[src/rtl/mcb_pkg.sv]
// Package: shared bit positions and widths for the machine check error bank.
// Assumes a 64-bit status word; field positions are fixed because software
// decodes them.
package mcb_pkg;
    localparam int STAT_W    = 64;
    localparam int BIT_VALID = 63;
    localparam int BIT_OVF   = 62;
    localparam int BIT_UC    = 61;
    localparam int BIT_ADDRV = 58;
    localparam int CODE_LSB  = 0;
endpackage

[src/rtl/mcb_filter.sv]
// Module: mcb_filter
// Decides which inputs of this cycle may act on the bank. Correctable events
// from speculative loads are dropped. Nothing acts while the warm reset is low.
// Assumes sw_wr_sel picks exactly one target per write.
module mcb_filter (
    input  logic rst_n,
    input  logic evt_valid,
    input  logic evt_uncorr,
    input  logic evt_spec,
    input  logic sw_wr_en,
    input  logic sw_wr_sel,
    output logic accept,
    output logic st_wr,
    output logic ad_wr
);
    // Gate events and writes by warm reset and the speculative filter.
    always_comb begin
        accept = rst_n && evt_valid && !(evt_spec && !evt_uncorr);
        st_wr  = rst_n && sw_wr_en && !sw_wr_sel;
        ad_wr  = rst_n && sw_wr_en && sw_wr_sel;
    end
endmodule

[src/rtl/mcb_update.sv]
// Module: mcb_update
// Computes the next bank contents from the current record, the filtered event
// and the software write. The rules are:
//  - an accepted event always wins over a software write in the same cycle;
//  - a held uncorrectable record only gains the overflow flag;
//  - a held correctable record is replaced, with overflow set.
// Assumes ADDR_W <= 64 and CODE_W <= 58.
module mcb_update #(
    parameter int CODE_W = 16,
    parameter int ADDR_W = 40
) (
    input  logic [63:0]       cur_status,
    input  logic [ADDR_W-1:0] cur_addr,
    input  logic              accept,
    input  logic              st_wr,
    input  logic              ad_wr,
    input  logic [63:0]       sw_data,
    input  logic              evt_uncorr,
    input  logic [CODE_W-1:0] evt_code,
    input  logic              evt_addr_ok,
    input  logic [ADDR_W-1:0] evt_addr,
    output logic [63:0]       nxt_status,
    output logic [ADDR_W-1:0] nxt_addr,
    output logic              cap_unc
);
    import mcb_pkg::*;

    logic              held_valid;
    logic              held_unc;
    logic              write_new;
    logic              new_ovf;
    logic [63:0]       record;

    // Classify the record currently held in the bank.
    always_comb begin
        held_valid = cur_status[BIT_VALID];
        held_unc   = held_valid && cur_status[BIT_UC];
    end

    // Build the fresh record image for the offered event.
    always_comb begin
        record = '0;
        record[BIT_VALID] = 1'b1;
        record[BIT_OVF]   = new_ovf;
        record[BIT_UC]    = evt_uncorr;
        record[BIT_ADDRV] = evt_addr_ok;
        record[CODE_LSB +: CODE_W] = evt_code;
    end

    // Pick between software write, fresh capture, replacement and overflow.
    always_comb begin
        nxt_status = cur_status;
        nxt_addr   = cur_addr;
        write_new  = 1'b0;
        new_ovf    = 1'b0;
        if (ad_wr) nxt_addr = sw_data[ADDR_W-1:0];
        if (st_wr) nxt_status = sw_data;
        if (accept) begin
            if (st_wr || !held_valid) begin
                write_new = 1'b1;
            end else if (held_unc) begin
                nxt_status[BIT_OVF] = 1'b1;
            end else begin
                write_new = 1'b1;
                new_ovf   = 1'b1;
            end
            if (write_new) begin
                nxt_status = record;
                if (evt_addr_ok) nxt_addr = evt_addr;
            end
        end
        cap_unc = accept && write_new && evt_uncorr;
    end
endmodule

[src/rtl/mcb_regs.sv]
// Module: mcb_regs
// Holds the status word and the address register, and registers the exception
// pulse. The record is cleared only by the cold reset; the warm reset clears
// only the pulse, so a logged error survives it.
module mcb_regs #(
    parameter int ADDR_W = 40
) (
    input  logic              clk,
    input  logic              cold_rst_n,
    input  logic              rst_n,
    input  logic [63:0]       nxt_status,
    input  logic [ADDR_W-1:0] nxt_addr,
    input  logic              cap_unc,
    output logic [63:0]       status_q,
    output logic [ADDR_W-1:0] addr_q,
    output logic              mce_pulse
);
    // Record storage, emptied only at power-on.
    always_ff @(posedge clk) begin
        if (!cold_rst_n) begin
            status_q <= '0;
            addr_q   <= '0;
        end else begin
            status_q <= nxt_status;
            addr_q   <= nxt_addr;
        end
    end

    // One-cycle exception pulse, quiet under either reset.
    always_ff @(posedge clk) begin
        if (!cold_rst_n || !rst_n) mce_pulse <= 1'b0;
        else                       mce_pulse <= cap_unc;
    end
endmodule

[src/rtl/mc_err_bank.sv]
// Module: mc_err_bank (top)
// A single machine check error-reporting bank. It filters incoming error
// events, folds them into a status word and an address register under
// overflow and freeze rules, and signals uncorrectable captures upward.
// Assumes at most one event per cycle; arbitration among sources sits above.
module mc_err_bank #(
    parameter int CODE_W = 16,
    parameter int ADDR_W = 40
) (
    input  logic              clk,
    input  logic              cold_rst_n,
    input  logic              rst_n,
    input  logic              evt_valid,
    input  logic              evt_uncorr,
    input  logic              evt_spec,
    input  logic [CODE_W-1:0] evt_code,
    input  logic              evt_addr_ok,
    input  logic [ADDR_W-1:0] evt_addr,
    input  logic              sw_wr_en,
    input  logic              sw_wr_sel,
    input  logic [63:0]       sw_wr_data,
    output logic [63:0]       status_q,
    output logic [ADDR_W-1:0] addr_q,
    output logic              mce_pulse
);
    logic              accept;
    logic              st_wr;
    logic              ad_wr;
    logic [63:0]       nxt_status;
    logic [ADDR_W-1:0] nxt_addr;
    logic              cap_unc;

    mcb_filter u_filter (
        .rst_n      (rst_n),
        .evt_valid  (evt_valid),
        .evt_uncorr (evt_uncorr),
        .evt_spec   (evt_spec),
        .sw_wr_en   (sw_wr_en),
        .sw_wr_sel  (sw_wr_sel),
        .accept     (accept),
        .st_wr      (st_wr),
        .ad_wr      (ad_wr)
    );

    mcb_update #(.CODE_W(CODE_W), .ADDR_W(ADDR_W)) u_update (
        .cur_status  (status_q),
        .cur_addr    (addr_q),
        .accept      (accept),
        .st_wr       (st_wr),
        .ad_wr       (ad_wr),
        .sw_data     (sw_wr_data),
        .evt_uncorr  (evt_uncorr),
        .evt_code    (evt_code),
        .evt_addr_ok (evt_addr_ok),
        .evt_addr    (evt_addr),
        .nxt_status  (nxt_status),
        .nxt_addr    (nxt_addr),
        .cap_unc     (cap_unc)
    );

    mcb_regs #(.ADDR_W(ADDR_W)) u_regs (
        .clk        (clk),
        .cold_rst_n (cold_rst_n),
        .rst_n      (rst_n),
        .nxt_status (nxt_status),
        .nxt_addr   (nxt_addr),
        .cap_unc    (cap_unc),
        .status_q   (status_q),
        .addr_q     (addr_q),
        .mce_pulse  (mce_pulse)
    );
endmodule

[config.mk]
export PLATFORM = sky130hd
export DESIGN_NAME = mc_err_bank
export DESIGN_NICKNAME = d
export VERILOG_FILES = /design/src/rtl/mcb_pkg.sv /design/src/rtl/mcb_filter.sv /design/src/rtl/mcb_update.sv /design/src/rtl/mcb_regs.sv /design/src/rtl/mc_err_bank.sv
export SDC_FILE = /design/constraint.sdc
export NUM_CORES = 1
export LEC_CHECK = 0
export BUFFER_PORTS_ARGS = -buffer_cell sky130_fd_sc_hd__buf_2
export CORE_MARGIN = 2
export CORE_UTILIZATION = 35
export DETAILED_ROUTE_END_ITERATION = 16
export SYNTH_ARGS = -nofsm -noshare
export SYNTH_HDL_FRONTEND = slang
export SYNTH_SLANG_ARGS = --single-unit
[constraint.sdc]
create_clock -name clk -period 1.7 [get_ports clk]
set_clock_uncertainty 0.1 [all_clocks]
set_input_delay 0.34 -clock clk [delete_from_list [all_inputs] [get_ports clk]]
set_output_delay 0.34 -clock clk [all_outputs]
set_load 0.01 [all_outputs]
; ---- Word-level counts from Yosys, hierarchy flattened
; Cells that the tools add are included.
[totals]
ff_bits = 105
wordCells = 34
[op_classes]
mux = 14
reduce_logical = 17
[ops]
columns = op, count
row1 = $mux W64, 3
row2 = $mux W40, 4
row3 = $logic_and A1 B1 Y1, 9
row4 = $mux W1, 7
row5 = $logic_not A1 Y1, 6
row6 = $logic_or A1 B1 Y1, 2

; ---- Longest topological paths before layout
[depth]
ltp_word = 8
mapped_depth = 6
mapped_depth_nobuf = 3

; ---- Hierarchy
; A second synthesis with hierarchy kept.
[hier_totals]
cells_unflattened = 486
area_unflattened_um2 = 5126.2
[by_module_without_submodules]
columns = mod, instances, cells_per_inst, area_per_inst_um2, seq_area_each_um2
row1 = mcb_regs, 1, 221, 2851.5, 2102.0
row2 = mcb_update, 1, 259, 2244.7, 0.0
row3 = mcb_filter, 1, 6, 30.0, 0.0

; ---- Least setup slack after synthesis
; No wires, ideal clock.
[synth_timing]
path_type = in2reg
startpoint = in evt_spec
endpoint = reg u_regs.addr_q[7]
setup_time_ps = 144
arrival_time_ps = 1270
required_time_ps = 1456
slack_ps = 186
cell_stages = 6
cell_sequence = nor2b_1 buf_2 buf_4 buf_2 nor4b_1 a221oi_2
[synth_via]
elab_chain_len = 4
[synth_lines]
columns = item, line_no
row1 = "start, declared", mc_err_bank.sv:15  ; input logic evt_spec,
row2 = $logic_and A1 B1 Y1, mcb_filter.sv:18  ; accept = rst_n && evt_valid && !(evt_spec && !evt_uncorr);
row3 = $logic_not A1 Y1, mcb_filter.sv:18
row4 = $logic_and A1 B1 Y1, mcb_filter.sv:18
row5 = $mux W40, mcb_update.sv:58  ; if (accept) begin
row6 = "end signal, assigned", mcb_regs.sv:25  ; addr_q <= nxt_addr;
row7 = "end, declared", mcb_regs.sv:15  ; output logic [ADDR_W-1:0] addr_q,
; No other way between the ends.
; A chain may end at the register's enable or synchronous reset.

; ---- Worst setup path after layout
[layout_timing]
startpoint = reg u_regs.status_q[63]
endpoint = reg u_regs.status_q[11]
[layout_via]
elab_chain_len = 6
elab_cells_between_ends = 8
classes_between = 5 x mux / 3 x reduce/logical
[layout_lines]
columns = item, line_no
row1 = "start, declared", mcb_regs.sv:14  ; output logic [63:0] status_q,
row2 = "start signal, assigned", mcb_regs.sv:24  ; status_q <= nxt_status;
row3 = $logic_and A1 B1 Y1 / $logic_not A1 Y1 (equally long branches), "mcb_update.sv:37, mcb_update.sv:59"
row4 = $mux W1 / $logic_or A1 B1 Y1 (equally long branches), "mcb_update.sv:61, mcb_update.sv:59"
row5 = $mux W1 *, mcb_update.sv:59  ; if (st_wr || !held_valid) begin
row6 = $mux W1 *, mcb_update.sv:58
row7 = $mux W64 *, mcb_update.sv:67  ; if (write_new) begin
row8 = $mux W64 *, mcb_update.sv:58
; Mark *: on every way between the ends. The rest lies on a longest branch, timed or not. The select of a mux whose other input is x is not followed.

==> out/metrics.cfg <==
[timing]
rsz0062_at_grt=false
period_minus_slack_ps=1470
setup_viol=0
slew_violations=0
finalWorstSetupSlack_ps=231
slew_headroom_pct=71.0
fin_setup_tns_ps=0
hold_viol=0
worst_pin_slew_ps=429
fmax_mhz=681
finalCritPeriodShare_pct=86.4

[synthesis]
syn_area_per_cell_sq_um=11.2
synth_cell_type_count=26
synth_nets=575
synth_warnings=0
synth_cells=446
ys_seq_area_share_pct=42.2
synth-seq-cells=105
syn_area_sq_um=4980

[floorplan]
die_h_um=123
core-area_sq_um=13900
start_util_pct=35.9
boundaryPins=234
die_area_sq_um=15200
rows=43
die_w_um=123

[global_route]
grt_use_met2_pct=33.0
grt_usage_pct=19.7
grt_use_met3_pct=5.77
grt_pass1_vias=4546
grt_pass1_wl_mm=23.3
grt_busiest_layer=met2
antenna_found_initial=0
grt_max_degree=61
met1_usage_pct=24.0
overflow=0

[cells_and_area]
final_common_cell=buf_2
nNetsFinal=789
fin_cells=845
final_cell_mix=buf_2, dfxtp_1, mux2i_1
n_fill_cell=1303
diodes=0
final_area_sq_um=6820
ff_latch_area_sq_um=2100
drive_gt1_share_pct=48.4
syn_to_final_growth_pct=37.0
multi_input_area_sq_um=2640

[setup_path]
crit_path_max_incr_delay_ps=370
ff2ff_path_depth=4
worstPathRequired_ps=1830
path_cells=and2_1 -> nand2_4 -> buf_12 -> a221oi_1
crit_slowest_cell=dfxtp_1
cp-start-kind=flop
cp.depth=4
setup.worst_path.class=reg2reg
crit_buf_inv=1
cp.arrival_ps=1600
cp_max_fo=22
crit_family=flip-flops
end_kind=flop

[place]
routabilityCongestion=0.785
io_buffers=233
post-place-ws_ps=-21.5
dpl_cell_area_sq_um=6520
placed_cells=829
hpwl_mm=11.1

[clock_network]
cts_tree=built
clk_latency_ps=340
cts_buffer_depth=2
clk_pin_slew_ps=70
cts_hold_buf=0
cts.sinks=105
post_cts_resized=0
htree_levels=3
cts_setup_buffers=0
cts-root-buf=clkbuf_16
numCtsBuffers=9

[power]
power_uw=5800
ir_drop_mv=0.439
sequentialPowerShare_pct=45.8
sw_frac_of_total_pct=27.1
p_per_area_nw_per_um2=851
p_leak_uw=0.00341
p_clk_share_pct=36.6
internal_power_uw=4230
combPwrFrac_pct=17.6
power_switching_uw=1570

[job]
maxCapViolCount=0

[routing]
routed-via-count=4551
final_antenna_net_count=0
drtIter0Drc=226
drcViolationCount=0
wire_per_inst_um=18.0
finalWirelength_mm=15.2
vias_per_cell=5.39
firstDrtPassIters=4

[run_status]
status=finished, final reports clean

[worst_hold_path]
worstHoldPathType=in2reg
hold_depth=3

==> final timing paths <==
| check | startpoint | end | slack, ps |
|---|---|---|---|
| max reg2reg | u_regs.status_q[63]$_SDFF_PN0_ | u_regs.status_q[11]$_SDFF_PN0_ | 230 |
| min reg2reg | u_regs.status_q[21]$_SDFF_PN0_ | u_regs.status_q[21]$_SDFF_PN0_ | 430 |
| min | sw_wr_data[63] | u_regs.status_q[63]$_SDFF_PN0_ | 170 |
| max | u_regs.status_q[63]$_SDFF_PN0_ | u_regs.status_q[11]$_SDFF_PN0_ | 230 |
==> cell usage after synthesis <==
cell       instances  area share, %
a31oi_1            1           0.13
clkbuf_1          22            1.7
o211ai_4           1           0.43
o21ai_0            1           0.10
nor3_1            62            6.2
buf_6              1           0.23
buf_2             26            2.6
and2_1             2           0.25
a211oi_4           1           0.40
buf_4              5           0.75
nand2_1            6           0.45
inv_1              1          0.075
nand2b_1           1           0.13
and3b_1            1           0.18
nand3b_1           1           0.15
a221oi_1          18            3.2
o22ai_1            1           0.13
nand3_1            3           0.30
nor2_1             1          0.075
nor4b_1           40            7.0
mux2i_1          103             21
buf_1              1          0.075
nor2b_1            1           0.13
dfxtp_1          105             42
o2111ai_2          1           0.30
a221oi_2          40             12
==> power by group through the flow <==
stage | combinational [uW] | clock, uW | sequential, uW
3_3_place_gp | 1010 | 0 | 2710
3_5_place_dp | 1030 | 0 | 2710
2_1_floorplan | 500 | 0 | 2770
5_1_grt | 1110 | 2280 | 2670
4_1_cts | 1030 | 2190 | 2660
6_report | 1020 | 2120 | 2660
==> area by class of cell <==
type | count | share of cell area [%]
multi-input combinational | 285 | 38.7
sequential | 105 | 30.8
timing repair buffer | 258 | 22.6
clock buffer | 9 | 3.30
tap | 180 | 3.30
clock inverter | 7 | 1.16
inverter | 1 | 0.0917
==> cells by family (layout without fill, tap and decap cells) <==
logic type / Yosys count / count (layout) / synth area share (%)
compound gates: 64 / 64 / 16.7
mux: 103 / 103 / 20.7
simple gates: 118 / 118 / 14.9
buf+inv: 56 / 275 / 5.40
flops: 105 / 105 / 42.2
==> worst register-to-register path: stages (launching register included) <==
cell and delay (ps):
dfxtp_1 370, and2_1 250, nand2_4 110, buf_12 170, a221oi_1 350
==> metal layers <==
metal	wire, um	up-vias
met1	6390	2162
li1	-	2173
met5	0	-
met4	246	0
met3	1380	19
met2	7210	197
==> registers in the layout (all words and copies together), names as in the netlist, named ones only <==
signal	flops
u_regs.status_q	63
u_regs.mce_pulse	1
u_regs.addr_q	40
==> stage by stage <==
stage | hold slack, ps | util, %
finish | 166 | 49.1
floorplan | 366 | -
CTS | 150 | 49.1
global placement | 410 | 46.9
global route | 168 | 49.1
detailed placement | 418 | 46.9
No activity file was read; power rests on OpenSTA's default activity.
